**src/rtl/cfgmgr_pkg.sv**
```systemverilog
`timescale 1ns/1ps
package cfgmgr_pkg;
    localparam int unsigned REG_AW  = 12;
    localparam int unsigned DATA_W  = 32;
    localparam int unsigned NPIN    = 12;
    localparam int unsigned MSEL_W  = 5;
    localparam int unsigned CTRL_W  = 10;

    localparam logic [REG_AW-1:0] A_STAT  = 12'h000;
    localparam logic [REG_AW-1:0] A_CTRL  = 12'h004;
    localparam logic [REG_AW-1:0] A_DCNT  = 12'h008;
    localparam logic [REG_AW-1:0] A_DSTAT = 12'h00C;
    localparam logic [REG_AW-1:0] A_IEN   = 12'h830;
    localparam logic [REG_AW-1:0] A_EOI   = 12'h84C;
    localparam logic [REG_AW-1:0] A_PINS  = 12'h850;

    localparam logic [CTRL_W-1:0] CTRL_RST = 10'h200;
    localparam logic [MSEL_W-1:0] MSEL_RST = 5'h08;

    localparam int unsigned CB_EN   = 0;
    localparam int unsigned CB_PULL = 2;
    localparam int unsigned PB_CDONE = 1;
    localparam int unsigned PB_IDONE = 2;
    localparam int unsigned PB_PWR   = 11;

    typedef enum logic [2:0] {
        MD_OFF    = 3'd0,
        MD_RESET  = 3'd1,
        MD_CONFIG = 3'd2,
        MD_INIT   = 3'd3,
        MD_USER   = 3'd4,
        MD_UNDEF  = 3'd5
    } cfg_mode_e;

    typedef enum logic [1:0] {
        DK_IDLE = 2'd0,
        DK_LOW  = 2'd1,
        DK_HIGH = 2'd2
    } dclk_st_e;
endpackage

```
**src/rtl/cfgmgr_mode_fsm.sv**
```systemverilog
`timescale 1ns/1ps
module cfgmgr_mode_fsm
    import cfgmgr_pkg::*;
(
    input  logic      clk,
    input  logic      rst_n,
    input  logic      smp_vld,
    input  logic      pwr_on,
    input  logic      conf_done,
    input  logic      init_done,
    input  logic      hold_rst,
    output cfg_mode_e mode_o
);
    cfg_mode_e st_q;
    cfg_mode_e st_d;

    always_ff @(posedge clk) begin
        if (!rst_n) st_q <= MD_UNDEF;
        else        st_q <= st_d;
    end

    always_comb begin
        st_d = st_q;
        if (smp_vld && !pwr_on) begin
            st_d = MD_OFF;                              // PWR_LOSS
        end else begin
            unique case (st_q)
                MD_OFF:    st_d = MD_RESET;             // PWR_UP
                MD_RESET:  if (!hold_rst) st_d = MD_CONFIG;   // RELEASE
                MD_CONFIG: begin
                    if (hold_rst)       st_d = MD_RESET;      // HOLD
                    else if (conf_done) st_d = MD_INIT;       // CFG_DONE
                end
                MD_INIT: begin
                    if (hold_rst)       st_d = MD_RESET;
                    else if (init_done) st_d = MD_USER;       // INIT_DONE
                end
                MD_USER:   if (hold_rst) st_d = MD_RESET;
                MD_UNDEF:  if (hold_rst) st_d = MD_RESET;
                default:   st_d = MD_UNDEF;
            endcase
        end
    end

    always_comb begin
        mode_o = st_q;
    end


    user_hold_chk: assert property (@(posedge clk) disable iff (!rst_n)
        (st_q == MD_USER && !hold_rst && pwr_on) |=> (st_q == MD_USER));


    pwr_off_chk: assert property (@(posedge clk) disable iff (!rst_n)
        (smp_vld && !pwr_on) |=> (mode_o == MD_OFF));
endmodule

```
**src/rtl/cfgmgr_dclk.sv**
```systemverilog
`timescale 1ns/1ps
module cfgmgr_dclk
    import cfgmgr_pkg::*;
#(
    parameter int unsigned CNT_W = 32
) (
    input  logic             clk,
    input  logic             rst_n,
    input  logic             ld,
    input  logic [CNT_W-1:0] ld_val,
    input  logic             clr,
    output logic             dclk_o,
    output logic             done_o,
    output logic [CNT_W-1:0] rem_o
);
    dclk_st_e         st_q, st_d;
    logic [CNT_W-1:0] rem_q, rem_d;
    logic             done_q, done_d;

    always_ff @(posedge clk) begin
        if (!rst_n) begin
            st_q   <= DK_IDLE;
            rem_q  <= '0;
            done_q <= 1'b0;
        end else begin
            st_q   <= st_d;
            rem_q  <= rem_d;
            done_q <= done_d;
        end
    end

    always_comb begin
        st_d   = st_q;
        rem_d  = rem_q;
        done_d = done_q;
        if (clr) done_d = 1'b0;
        if (ld) begin
            if (ld_val == '0) begin
                st_d   = DK_IDLE;
                rem_d  = '0;
                done_d = 1'b1;
            end else begin
                st_d   = DK_LOW;
                rem_d  = ld_val;
                done_d = 1'b0;
            end
        end else begin
            unique case (st_q)
                DK_IDLE: st_d = DK_IDLE;
                DK_LOW: begin
                    if (rem_q == '0) begin
                        st_d   = DK_IDLE;
                        done_d = 1'b1;
                    end else begin
                        st_d = DK_HIGH;
                    end
                end
                DK_HIGH: begin
                    rem_d = rem_q - 1'b1;
                    st_d  = DK_LOW;
                end
                default: st_d = DK_IDLE;
            endcase
        end
    end

    always_comb begin
        dclk_o = (st_q == DK_HIGH);
        done_o = done_q;
        rem_o  = rem_q;
    end


    dclk_gap_chk: assert property (@(posedge clk) disable iff (!rst_n)
        dclk_o |=> !dclk_o);


    zero_done_chk: assert property (@(posedge clk) disable iff (!rst_n)
        (ld && ld_val == '0) |=> (done_o && !dclk_o));


    done_sticky_chk: assert property (@(posedge clk) disable iff (!rst_n)
        (done_o && !clr && !ld) |=> done_o);
endmodule

```
**src/rtl/cfgmgr_pinmon.sv**
```systemverilog
`timescale 1ns/1ps
module cfgmgr_pinmon
    import cfgmgr_pkg::*;
#(
    parameter int unsigned NP = 12
) (
    input  logic          clk,
    input  logic          rst_n,
    input  logic [NP-1:0] pins,
    input  logic          ien_we,
    input  logic [NP-1:0] ien_wdata,
    input  logic          eoi_we,
    input  logic [NP-1:0] eoi_mask,
    output logic [NP-1:0] pin_o,
    output logic [NP-1:0] ien_o,
    output logic          vld_o,
    output logic          irq_o
);
    logic [NP-1:0] pin_q, pin_qq, ien_q, pend_q, fall, clr_mask;
    logic          vld_q;

    always_ff @(posedge clk) begin
        if (!rst_n) begin
            pin_q  <= '0;
            pin_qq <= '0;
            ien_q  <= '0;
            vld_q  <= 1'b0;
        end else begin
            pin_q  <= pins;
            pin_qq <= pin_q;
            vld_q  <= 1'b1;
            if (ien_we) ien_q <= ien_wdata;
        end
    end

    always_comb begin
        fall     = pin_qq & ~pin_q;
        clr_mask = eoi_we ? eoi_mask : '0;
    end

    for (genvar i = 0; i < NP; i++) begin : g_latch
        always_ff @(posedge clk) begin
            if (!rst_n)          pend_q[i] <= 1'b0;
            else if (fall[i])    pend_q[i] <= 1'b1;
            else if (clr_mask[i]) pend_q[i] <= 1'b0;
        end
    end

    always_comb begin
        pin_o = pin_q;
        ien_o = ien_q;
        vld_o = vld_q;
        irq_o = |(pend_q & ien_q);
    end


    fall_latch_chk: assert property (@(posedge clk) disable iff (!rst_n)
        (|fall) |=> ((pend_q & $past(fall)) == $past(fall)));


    eoi_clr_chk: assert property (@(posedge clk) disable iff (!rst_n)
        (eoi_we && fall == '0) |=> ((pend_q & $past(eoi_mask)) == '0));
endmodule

```
**src/rtl/cfgmgr_regs.sv**
```systemverilog
`timescale 1ns/1ps
module cfgmgr_regs
    import cfgmgr_pkg::*;
#(
    parameter int unsigned CNT_W = 32
) (
    input  logic               clk,
    input  logic               rst_n,
    input  logic [REG_AW-1:0]  bus_addr,
    input  logic               bus_we,
    input  logic [DATA_W-1:0]  bus_wdata,
    output logic [DATA_W-1:0]  bus_rdata,
    input  logic [MSEL_W-1:0]  msel_pins,
    input  logic [NPIN-1:0]    pin_stat,
    output logic [CTRL_W-1:0]  ctrl_o,
    output logic               dclk_o,
    output logic               irq_o,
    output logic               msel_bad_o,
    output logic [1:0]         hint_ratio_o,
    output logic               hint_width_o
);
    localparam int unsigned PAD_STAT = DATA_W - MSEL_W - 3;

    logic [CTRL_W-1:0] ctrl_q;
    logic [MSEL_W-1:0] msel_q;
    logic              wr_ctrl, wr_dcnt, wr_dstat, wr_ien, wr_eoi;
    logic              dk_done;
    logic [CNT_W-1:0]  dk_rem;
    logic [NPIN-1:0]   pin_smp, ien_v;
    logic              smp_vld;
    cfg_mode_e         mode;

    always_comb begin
        wr_ctrl  = bus_we && (bus_addr == A_CTRL);
        wr_dcnt  = bus_we && (bus_addr == A_DCNT);
        wr_dstat = bus_we && (bus_addr == A_DSTAT);
        wr_ien   = bus_we && (bus_addr == A_IEN);
        wr_eoi   = bus_we && (bus_addr == A_EOI);
    end

    always_ff @(posedge clk) begin
        if (!rst_n) begin
            ctrl_q <= CTRL_RST;
            msel_q <= MSEL_RST;
        end else begin
            msel_q <= msel_pins;
            if (wr_ctrl) ctrl_q <= bus_wdata[CTRL_W-1:0];
        end
    end

    always_comb begin
        msel_bad_o   = msel_q[4] | (&msel_q[1:0]);
        hint_width_o = msel_q[3];
        hint_ratio_o = msel_q[1:0] + {1'b0, (msel_q[3] && (|msel_q[1:0]))};
        ctrl_o       = ctrl_q;
    end

    cfgmgr_mode_fsm u_mode (
        .clk       (clk),
        .rst_n     (rst_n),
        .smp_vld   (smp_vld),
        .pwr_on    (pin_smp[PB_PWR]),
        .conf_done (pin_smp[PB_CDONE]),
        .init_done (pin_smp[PB_IDONE]),
        .hold_rst  (ctrl_q[CB_EN] & ctrl_q[CB_PULL]),
        .mode_o    (mode)
    );

    cfgmgr_dclk #(.CNT_W(CNT_W)) u_dclk (
        .clk    (clk),
        .rst_n  (rst_n),
        .ld     (wr_dcnt),
        .ld_val (bus_wdata[CNT_W-1:0]),
        .clr    (wr_dstat & bus_wdata[0]),
        .dclk_o (dclk_o),
        .done_o (dk_done),
        .rem_o  (dk_rem)
    );

    cfgmgr_pinmon #(.NP(NPIN)) u_pins (
        .clk       (clk),
        .rst_n     (rst_n),
        .pins      (pin_stat),
        .ien_we    (wr_ien),
        .ien_wdata (bus_wdata[NPIN-1:0]),
        .eoi_we    (wr_eoi),
        .eoi_mask  (bus_wdata[NPIN-1:0]),
        .pin_o     (pin_smp),
        .ien_o     (ien_v),
        .vld_o     (smp_vld),
        .irq_o     (irq_o)
    );

    always_comb begin
        bus_rdata = '0;
        unique case (bus_addr)
            A_STAT:  bus_rdata = {{PAD_STAT{1'b0}}, msel_q, mode};
            A_CTRL:  bus_rdata = DATA_W'(ctrl_q);
            A_DCNT:  bus_rdata = DATA_W'(dk_rem);
            A_DSTAT: bus_rdata = DATA_W'(dk_done);
            A_IEN:   bus_rdata = DATA_W'(ien_v);
            A_PINS:  bus_rdata = DATA_W'(pin_smp);
            default: bus_rdata = '0;
        endcase
    end


    ctrl_hold_chk: assert property (@(posedge clk) disable iff (!rst_n)
        !wr_ctrl |=> $stable(ctrl_o));
endmodule

```
**config.mk**
```make
export PLATFORM = sky130hd
export DESIGN_NAME = cfgmgr_regs
export DESIGN_NICKNAME = d
export VERILOG_FILES = /design/src/rtl/cfgmgr_pkg.sv /design/src/rtl/cfgmgr_mode_fsm.sv /design/src/rtl/cfgmgr_dclk.sv /design/src/rtl/cfgmgr_pinmon.sv /design/src/rtl/cfgmgr_regs.sv
export SDC_FILE = /design/constraint.sdc
export NUM_CORES = 1
export LEC_CHECK = 0
export CORE_MARGIN = 2
export CORE_UTILIZATION = 40
export DETAILED_ROUTE_END_ITERATION = 10
export PLACE_DENSITY = 0.71
export SLEW_MARGIN = 20
export SYNTH_ARGS = -nofsm -noshare
export SYNTH_HDL_FRONTEND = slang
export SYNTH_HIERARCHICAL = 1
export SYNTH_SLANG_ARGS = --single-unit
```
**constraint.sdc**
```tcl
create_clock -name clk -period 7.22 [get_ports clk]
set_clock_uncertainty 0.05 [all_clocks]
set_input_delay 1.805 -clock clk [delete_from_list [all_inputs] [get_ports clk]]
set_output_delay 1.805 -clock clk [all_outputs]
set_load 0.02 [all_outputs]
```
==> results.toml, run 1 <==
[die]
die_x_um = 120
pin_count = 112
die_h_um = 120
coreArea_um2 = 13100
floorplan.initialDensity = 0.408
die-area_um2 = 14300
rows = 42

[setup_path]
r2r_end = "u_dclk/rem_o[29]"
cp_cell_sequence = "clkdlybuf4s50_1, nor2b_1, and3_1, and2_1, clkdlybuf4s50_1"
crit_required_ps = 5370
cp.arrival_ps = 4390
worst_path_most_repeated_cell = "clkdlybuf4s50_1"
cpLargestDelayFamily = "simple AND/OR/NAND/NOR gates"
max_stage_delay_ps = 680
path_buf_inv = 2
r2r_cells = 5
crit_fanout = 21
worstSetupEndpointType = "output port"
start_kind = "input pin"
slowest_stage = "and3_1"
r2r_slack_ps = 3840
r2r-start = "u_dclk/rem_o[8]"
path_class = "in -> out"

[logic_synthesis]
synthXorXnorAreaFrac = 0.0180
ys.flop_type = "dfxtp_1"
synth_top_family_by_area = "simple AND/OR/NAND/NOR gates"
synthArstFlopShare = 0
yosysWarnings = 6
synth-compound-area-share = 0.205
postSynthCellCount = 630
synth_cell_types = 65
synth_nets = 698
ys_ff_latch = 102
synth_mux_area_frac = 0.0493
synth-seq-area-share = 0.381
synth_edf_count = 0
yosys.area_share.simple = 0.293
avgSynthCellArea_um2 = 8.50
netlist_area_um2 = 5350
yosys.area_share.adder = 0.00935

[routing]
first_pass_iters = 7
num_vias = 5117
drtAntennaViolNets = 0
vias_per_cell = 5.69
routedWlPerCell_um = 17.9
post-route-drc-count = 0
drt-initial-drc-count = 499
routed_wl_mm = 16.1

[clock_network]
clk_latency_ps = 350
clock_sink_count = 102
holdBufCountCts = 0
cts_max_path_buffers = 2
cts-htree-levels = 3
cts_tree = "done"
cts_root_buffer = "clkbuf_16"
clkTransAtPathRegs_ps = 70
post_cts_buffers = 0
cts_inserted_buffers = 9
cts_resized = 0

[finish]
final_common_cell = "clkdlybuf4s50_1"
seqCellArea_um2 = 2040
layout-drive-gt1-share = 0.0622
finalInstanceArea_um2 = 6850
antennaDiodeCount = 0
final_cell_mix = "110 x clkdlybuf4s50_1, 102 x dfxtp_1, 54 x nand2_1"
n_fill_cell = 1219
multi_input_area_um2 = 3080
area_growth_syn_to_layout_pct = 27.9
nets = 786

[global_route]
grt_pass1_wl_mm = 26.0
overflow = 0
grt_max_degree = 90
grt_pass1_vias = 5110
antenna_found_initial = 0
grt.total_usage = 0.226

[min_path]
holdCritStartpoint = "u_pins/pin_o[0]"
whs_path_depth = 1
hp-class = "reg -> reg"
hold_end = "u_pins/pin_qq[0]"

[timing]
report.final.slew_viol_count = 0
fin_crit_sh = 0.865
holdWs_ps = 445
setup_viol_count_final = 0
hold_violations = 0
worst-slew-pin-transition_ps = 1000
max-slew-margin-rel = 0.333
min_period_ps = 6250
rsz0062_at_grt = "false"
tns_ps = 0
fmax_mhz = 160

[power_and_ir_drop]
power_leakage_nw = 2.52
power_mw = 1.18
power_density_nw_per_um2 = 173
peakVddDrop_v = 0.000129

[placement]
place.gp.congestion = 0.871
hpwl_mm = 11.4
portBuffers = 111
place_area_um2 = 6550

[job]
maxCapViolCount = 0

[status]
outcome = "finished, final reports clean"
synthesized netlist by cell type, types with 5 or more instances:
master     instances  area [um^2]
a21oi_1           37          185
a22o_1            19          166
a22oi_1           11         82.6
a31oi_1            9         56.3
and2_1            51          319
buf_2              6         30.0
clkbuf_1          27          101
dfxtp_1          102         2040
inv_1              8         30.0
mux2i_1           23          230
nand2_1           54          203
nand2b_1           7         43.8
nand3_1           18         90.1
nand4_1            5         31.3
nor2_1            33          124
nor2b_1           43          269
nor3_1            10         50.1
nor4_1            22          138
o21ai_0           34          170
o21ai_2            9         78.8
o2bb2ai_1          7         61.3
o31ai_1            5         37.5
xor2_1             7         61.3
final cells by class:
cell class              count  share of cell area
well taps                 176              0.0322
flip-flops and latches    102               0.298
clock inverters             5             0.00823
repair buffers            120               0.171
inverters                   9             0.00494
multi-input cells         476               0.449
clock buffers              11              0.0355
power breakdown:
part	leakage, nW	switching [mW]	internal [mW]	total [mW]
Sequential	0.830	0.0102	0.575	0.585
Clock	0.146	0.217	0.279	0.496
Combinational	1.54	0.0478	0.0550	0.103
Total	2.52	0.275	0.909	1.18
how the worst max path moves through the flow:
stage	depth (start not counted)	start	to	slack [ps]
4_1_cts	5	bus_addr[2]	bus_rdata[21]	1030
5_1_grt	5	bus_addr[2]	bus_rdata[22]	860
3_5_place_dp	5	bus_addr[2]	bus_rdata[21]	1040
6_report	5	bus_addr[2]	bus_rdata[15]	970
2_1_floorplan	5	bus_addr[2]	bus_rdata[3]	2450
3_3_place_gp	6	bus_addr[5]	bus_rdata[15]	1170
metal layers:
layer | track usage | vias to the layer above | wire, um
li1 | - | 2451 | -
met1 | 0.290 | 2418 | 7040
met2 | 0.371 | 225 | 7490
met3 | 0.0537 | 23 | 1190
met4 | 0.0772 | 0 | 344
met5 | 0 | - | 0
cells by family after synthesis:
logic type	count (synthesis)
muxes	25
buffers and inverters	52
and+or+nand+nor	276
DFF	102
xor gates and xnor gates	11
adders and majority gates	4
AOI/OAI and AO/OA	160
metrics by stage:
stage,setup WS [ps],std cells,util
2_1_floorplan,2450,630,-
3_3_place_gp,1170,883,0.498
3_5_place_dp,1040,883,0.498
4_1_cts,1030,899,0.521
5_1_grt,857,899,0.521
6_report,974,899,0.521
sequential cells by signal (all words and copies together), names as in the netlist:
register / count
u_pins/pend_q: 12
u_pins/vld_o: 1
u_mode/mode_o: 3
u_pins/ien_o: 12
ctrl_o: 10
u_pins/pin_qq: 12
u_dclk/st_q: 2
msel_q: 5
u_dclk/rem_o: 32
u_pins/pin_o: 12
u_dclk/done_o: 1
No activity file was read; power rests on OpenSTA's default activity.
==> inputs of run 2 (changes only) <==
--- a/config.mk
+++ b/config.mk
@@ -5,10 +5,11 @@
 export SDC_FILE = /design/constraint.sdc
 export NUM_CORES = 1
 export LEC_CHECK = 0
+export ABC_AREA = 1
 export CORE_MARGIN = 2
-export CORE_UTILIZATION = 40
+export CORE_UTILIZATION = 35
 export DETAILED_ROUTE_END_ITERATION = 10
-export PLACE_DENSITY = 0.71
+export PLACE_DENSITY = 0.63
 export SLEW_MARGIN = 20
 export SYNTH_ARGS = -nofsm -noshare
 export SYNTH_HDL_FRONTEND = slang
==> run 2 against run 1 <==
Combinational power about the same. Critical path depth increased by 2. Power increased by 5.3%. Largest cell class unchanged. Sequential power about the same. Hold slack got worse by 43 ps. Critical endpoint is now bus_rdata[19]. Core utilization decreased by 6.5 points. Wire length increased by 11%. Final cell count increased by 45%. Non-clock buffer count decreased by 2. Area after synthesis increased by 12%. Largest power group unchanged. Flip-flop and latch count unchanged.
==> results.toml, run 2 <==
[status]
outcome = "finished, final reports clean"

[clock_network]
clock_sink_count = 102
cts_inserted_buffers = 9
cts-htree-levels = 3
clkTransAtPathRegs_ps = 70
holdBufCountCts = 0
post_cts_buffers = 0
cts_tree = "done"
clk_latency_ps = 360
cts_root_buffer = "clkbuf_16"
cts_resized = 0
cts_max_path_buffers = 2

[placement]
place_area_um2 = 7250
portBuffers = 111
dp_slack_ps = 1080
place.gp.congestion = 0.869
hpwl_mm = 13.2

[finish]
largest_reg_flops = 32
finalInstanceArea_um2 = 7590
antennaDiodeCount = 0
utilization = 0.456
final_common_cell = "nand2_1"
area_growth_syn_to_layout_pct = 26.7
nets = 1151
multi_input_area_um2 = 3160
seqCellArea_um2 = 2040
final_cell_mix = "247 x nand2_1, 177 x nor2_1, 158 x inv_1"
layout-drive-gt1-share = 0.0616
n_fill_cell = 1754

[global_route]
overflow = 0
grt_max_degree = 51
met3_usage = 0.0420
met2_usage = 0.331
grt_pass1_wl_mm = 28.9
gr-max-usage-layer = "met2"
antenna_found_initial = 0
grt_use_met1 = 0.261
grt.total_usage = 0.199
grt_pass1_vias = 5778

[logic_synthesis]
yosysWarnings = 6
synth-seq-area-share = 0.341
netlist_area_um2 = 5990
synth_top_area_share = 0.341
ys.flop_type = "dfxtp_1"
ys_top_cells_by_count = "247 x nand2_1, 178 x nor2_1, 158 x inv_1"
synthArstFlopShare = 0
synth_cell_types = 33
synth_nets = 1053
synth_most_common_cell = "nand2_1"
avgSynthCellArea_um2 = 6.08
ys_ff_latch = 102
synth_edf_count = 0
postSynthCellCount = 985
ys_top_cells_by_area = "dfxtp_1 34%, nand2_1 15%, nor2_1 11%, inv_1 9.9%, nand3_1 6.3%"
synth_area_leader_cell = "dfxtp_1"

[min_path]
hp-class = "reg -> reg"
holdCritStartpoint = "u_pins/pin_qq[6]"
hold_end = "u_pins/pend_q[6]"
whs_path_depth = 2

[timing]
rsz0062_at_grt = "false"
fin_crit_sh = 0.844
setup_ws_ps = 1130
hold_violations = 0
tns_ps = 0
report.final.slew_viol_count = 0
worst-slew-pin-transition_ps = 1000
fmax_mhz = 164
setup_viol_count_final = 0
max-slew-margin-rel = 0.333
min_period_ps = 6090

[routing]
drtAntennaViolNets = 0
first_pass_iters = 5
routedWlPerCell_um = 13.6
routed_wl_mm = 17.8
drt-initial-drc-count = 600
post-route-drc-count = 0
vias_per_cell = 4.77
num_vias = 6236

[setup_path]
r2r_cells = 7
r2r-start = "u_dclk/st_q[0]"
r2r_end = "u_dclk/rem_o[3]"
crit_fanout = 21
cp.arrival_ps = 4240
r2r_slack_ps = 5140
worstSetupEndpointType = "output port"
crit_required_ps = 5370
start_kind = "input pin"
path_class = "in -> out"

[die]
pin_count = 112
die_h_um = 135
die-area_um2 = 18200
floorplan.initialDensity = 0.360
coreArea_um2 = 16600
rows = 47
die_x_um = 135

[power_and_ir_drop]
power_mw = 1.25
power_density_nw_per_um2 = 164
peakVddDrop_v = 0.000186
power_leakage_nw = 3.60

[job]
maxCapViolCount = 0
-- run 2: cell types whose count changed after synthesis, moves of 17 or more --
| cell | before | now |
|---|---|---|
| nor2b_1 | 43 | 0 |
| a22o_1 | 19 | 0 |
| nor2_1 | 33 | 178 |
| nand2_1 | 54 | 247 |
| nor4_1 | 22 | 2 |
| inv_1 | 8 | 158 |
| a21oi_1 | 37 | 57 |
| o21ai_0 | 34 | 51 |
| mux2i_1 | 23 | 0 |
| nand3_1 | 18 | 75 |
| and2_1 | 51 | 1 |
-- run 2: worst max path at each step --
| stage | from | endpoint | slack [ps] |
|---|---|---|---|
| finish | bus_addr[4] | bus_rdata[19] | 1130 |
| global route | bus_addr[9] | bus_rdata[27] | 880 |
| detailed placement | bus_addr[4] | bus_rdata[19] | 1080 |
| CTS | bus_addr[9] | bus_rdata[19] | 1090 |
| floorplan | bus_addr[9] | bus_rdata[12] | 2540 |
| global placement | bus_addr[3] | bus_rdata[11] | 1150 |
-- run 2: cells by family after synthesis --
kind of cell    Yosys count  share of synthesized area
xor+xnor                  2                    0.00293
simple gates            538                      0.379
fa+ha+maj                 4                    0.00836
compound gates          144                      0.134
flops                   102                      0.341
buf+inv                 195                      0.134
-- run 2: area by class of cell --
cell class,instances,share of cell area
Multi-Input combinational cell,688,0.417
Sequential cell,102,0.269
Timing Repair Buffer,118,0.153
Inverter,164,0.0811
Tap cell,220,0.0363
Clock buffer,9,0.0297
Clock inverter,7,0.0143
-- run 2: where the power goes --
part,internal (mW),switching (mW),leakage (nW)
clock network,0.313,0.242,0.165
logic,0.0505,0.0544,2.61
registers,0.576,0.0108,0.831
-- run 2: metal layers --
| layer | vias to the layer above | wire, um | part of all wire |
|---|---|---|---|
| met1 | 2808 | 8290 | 0.47 |
| met3 | 20 | 819 | 0.046 |
| met5 | - | 0 | 0 |
| met4 | 0 | 301 | 0.017 |
| met2 | 162 | 8380 | 0.47 |
| li1 | 3246 | - | - |
-- run 2: critical path: stages --
cell and delay (ps):
clkdlybuf4s50_1 440, nor2_1 140, nand2_1 100, nor2_4 300, nand2_1 530, nor2_1 260
clkdlybuf4s50_1 640
-- run 2: metrics by stage --
stage          instances  hold slack [ps]
2_1_floorplan        985              370
3_3_place_gp        1292              380
3_5_place_dp        1292              391
4_1_cts             1308              402
5_1_grt             1308              419
6_report            1308              402
==> inputs of run 3 (changes only) <==
==> constraint.sdc (replaced) <==
create_clock -name clk -period 6.12 [get_ports clk]
set_clock_uncertainty 0.05 [all_clocks]
set_input_delay 1.53 -clock clk [delete_from_list [all_inputs] [get_ports clk]]
set_output_delay 1.53 -clock clk [all_outputs]
set_load 0.02 [all_outputs]
==> run 3 against run 2 <==
Die area stayed put. Clock power about the same. Hold slack worse by 5.6 ps. Final cell count is 0.46% higher. Critical path depth unchanged. Sequential power grew 18%. Cell area fell by 0.15%. Core utilization fell by 0.068 points. Clock-buffer cell count is the same. Non-clock buffer count up 7.
==> results.toml, run 3 (same netlist as run 2, synthesis figures left out) <==
[setup_path]
r2r-start = "u_dclk/st_q[0]"
cp.arrival_ps = 3880
path_class = "in -> out"
crit_fanout = 21
crit_required_ps = 4540
r2r_cells = 7
worstSetupEndpointType = "output port"
start_kind = "input pin"
r2r_slack_ps = 4080
r2r_end = "u_dclk/rem_o[3]"

[clock_network]
clk_latency_ps = 360
cts_resized = 0
post_cts_buffers = 0
holdBufCountCts = 0
cts_inserted_buffers = 9
cts-htree-levels = 3
cts_root_buffer = "clkbuf_16"
clock_sink_count = 102
clkTransAtPathRegs_ps = 70
cts_max_path_buffers = 2
cts_tree = "done"

[timing]
report.final.slew_viol_count = 0
max-slew-margin-rel = 0.345
worst-slew-pin-transition_ps = 981
rsz0062_at_grt = "false"
min_period_ps = 5460
holdWs_ps = 397
hold_violations = 0
tns_ps = 0
fin_crit_sh = 0.891
fmax_mhz = 183
setup_viol_count_final = 0
setup_ws_ps = 665

[placement]
hpwl_mm = 13.4
place.gp.congestion = 0.856
dp_slack_ps = 628
portBuffers = 111

[global_route]
grt_max_degree = 40
grt.total_usage = 0.197
grt_pass1_vias = 5536
grt_pass1_wl_mm = 28.4
overflow = 0
antenna_found_initial = 0

[finish]
largest_reg_flops = 32
layout-drive-gt1-share = 0.0667
n_fill_cell = 1780
utilization = 0.455
area_growth_syn_to_layout_pct = 26.5
final_common_cell = "nand2_1"
nets = 1158
final_cell_mix = "247 x nand2_1, 177 x nor2_1, 158 x inv_1"
antennaDiodeCount = 0

[status]
outcome = "finished, final reports clean"

[min_path]
hold_end = "u_pins/pend_q[5]"
whs_path_depth = 2
hp-class = "reg -> reg"
holdCritStartpoint = "u_pins/pin_qq[5]"

[die]
coreArea_um2 = 16600
die-area_um2 = 18200
rows = 47
die_h_um = 135
floorplan.initialDensity = 0.360
die_x_um = 135
pin_count = 112

[power_and_ir_drop]
power_mw = 1.37
peakVddDrop_v = 0.000160
power_leakage_nw = 3.60
power_density_nw_per_um2 = 181

[routing]
drtAntennaViolNets = 0
routedWlPerCell_um = 13.4
num_vias = 6178
first_pass_iters = 5
routed_wl_mm = 17.6
drt-initial-drc-count = 401
vias_per_cell = 4.70
post-route-drc-count = 0

[job]
maxCapViolCount = 0
==> run 3: cell types whose count changed in the layout (fill, tap and decap cells not counted), sizes merged <==
cell | before | now
buf | 8 | 15
inv | 169 | 167
clkinv | 0 | 2
clkinvlp | 0 | 1
bufinv | 2 | 0
==> run 3: power by group <==
group	total, mW	switching [mW]	internal, mW
sequential	0.692	0.0129	0.679
clock	0.554	0.273	0.281
combinational	0.123	0.0628	0.0604
total	1.37	0.349	1.02
==> run 3: critical path, cell delays in order <==
cell             delay (ps)
clkdlybuf4s50_1         560
nand2_1                  70
nor2_1                  130
buf_4                   200
nand2_1                 460
nor2_1                  270
clkdlybuf4s50_1         630
==> run 3: area by class of cell <==
class	count	area (um^2)	area share
inverter	164	616	0.0813
clock inverter	6	53.8	0.00710
tap	220	275	0.0363
sequential	102	2040	0.270
clock buffer	9	225	0.0297
timing repair buffer	125	1210	0.160
multi-input combinational	688	3150	0.416
==> run 3: how the worst max path moves through the flow <==
stage,from,to
after floorplan,bus_addr[9],bus_rdata[12]
after global placement,bus_addr[3],bus_rdata[16]
after detailed placement,bus_addr[3],bus_rdata[18]
after CTS,bus_addr[3],bus_rdata[18]
after global routing,bus_addr[3],bus_rdata[29]
final,bus_addr[3],bus_rdata[18]
==> run 3: routing by layer <==
layer / vias to the layer above / global-route usage / wire length, um
met2: 149 / 0.325 / 8360
met5: - / 0 / 0
met1: 2748 / 0.259 / 7980
met4: 0 / 0.0649 / 330
li1: 3264 / - / -
met3: 17 / 0.0387 / 906
==> run 3: per-stage QoR <==
stage                     instance area [um^2]  cells
after floorplan                           5990    985
after global placement                    7300   1299
after detailed placement                  7300   1299
after CTS                                 7570   1314
after global routing                      7570   1314
final                                     7570   1314
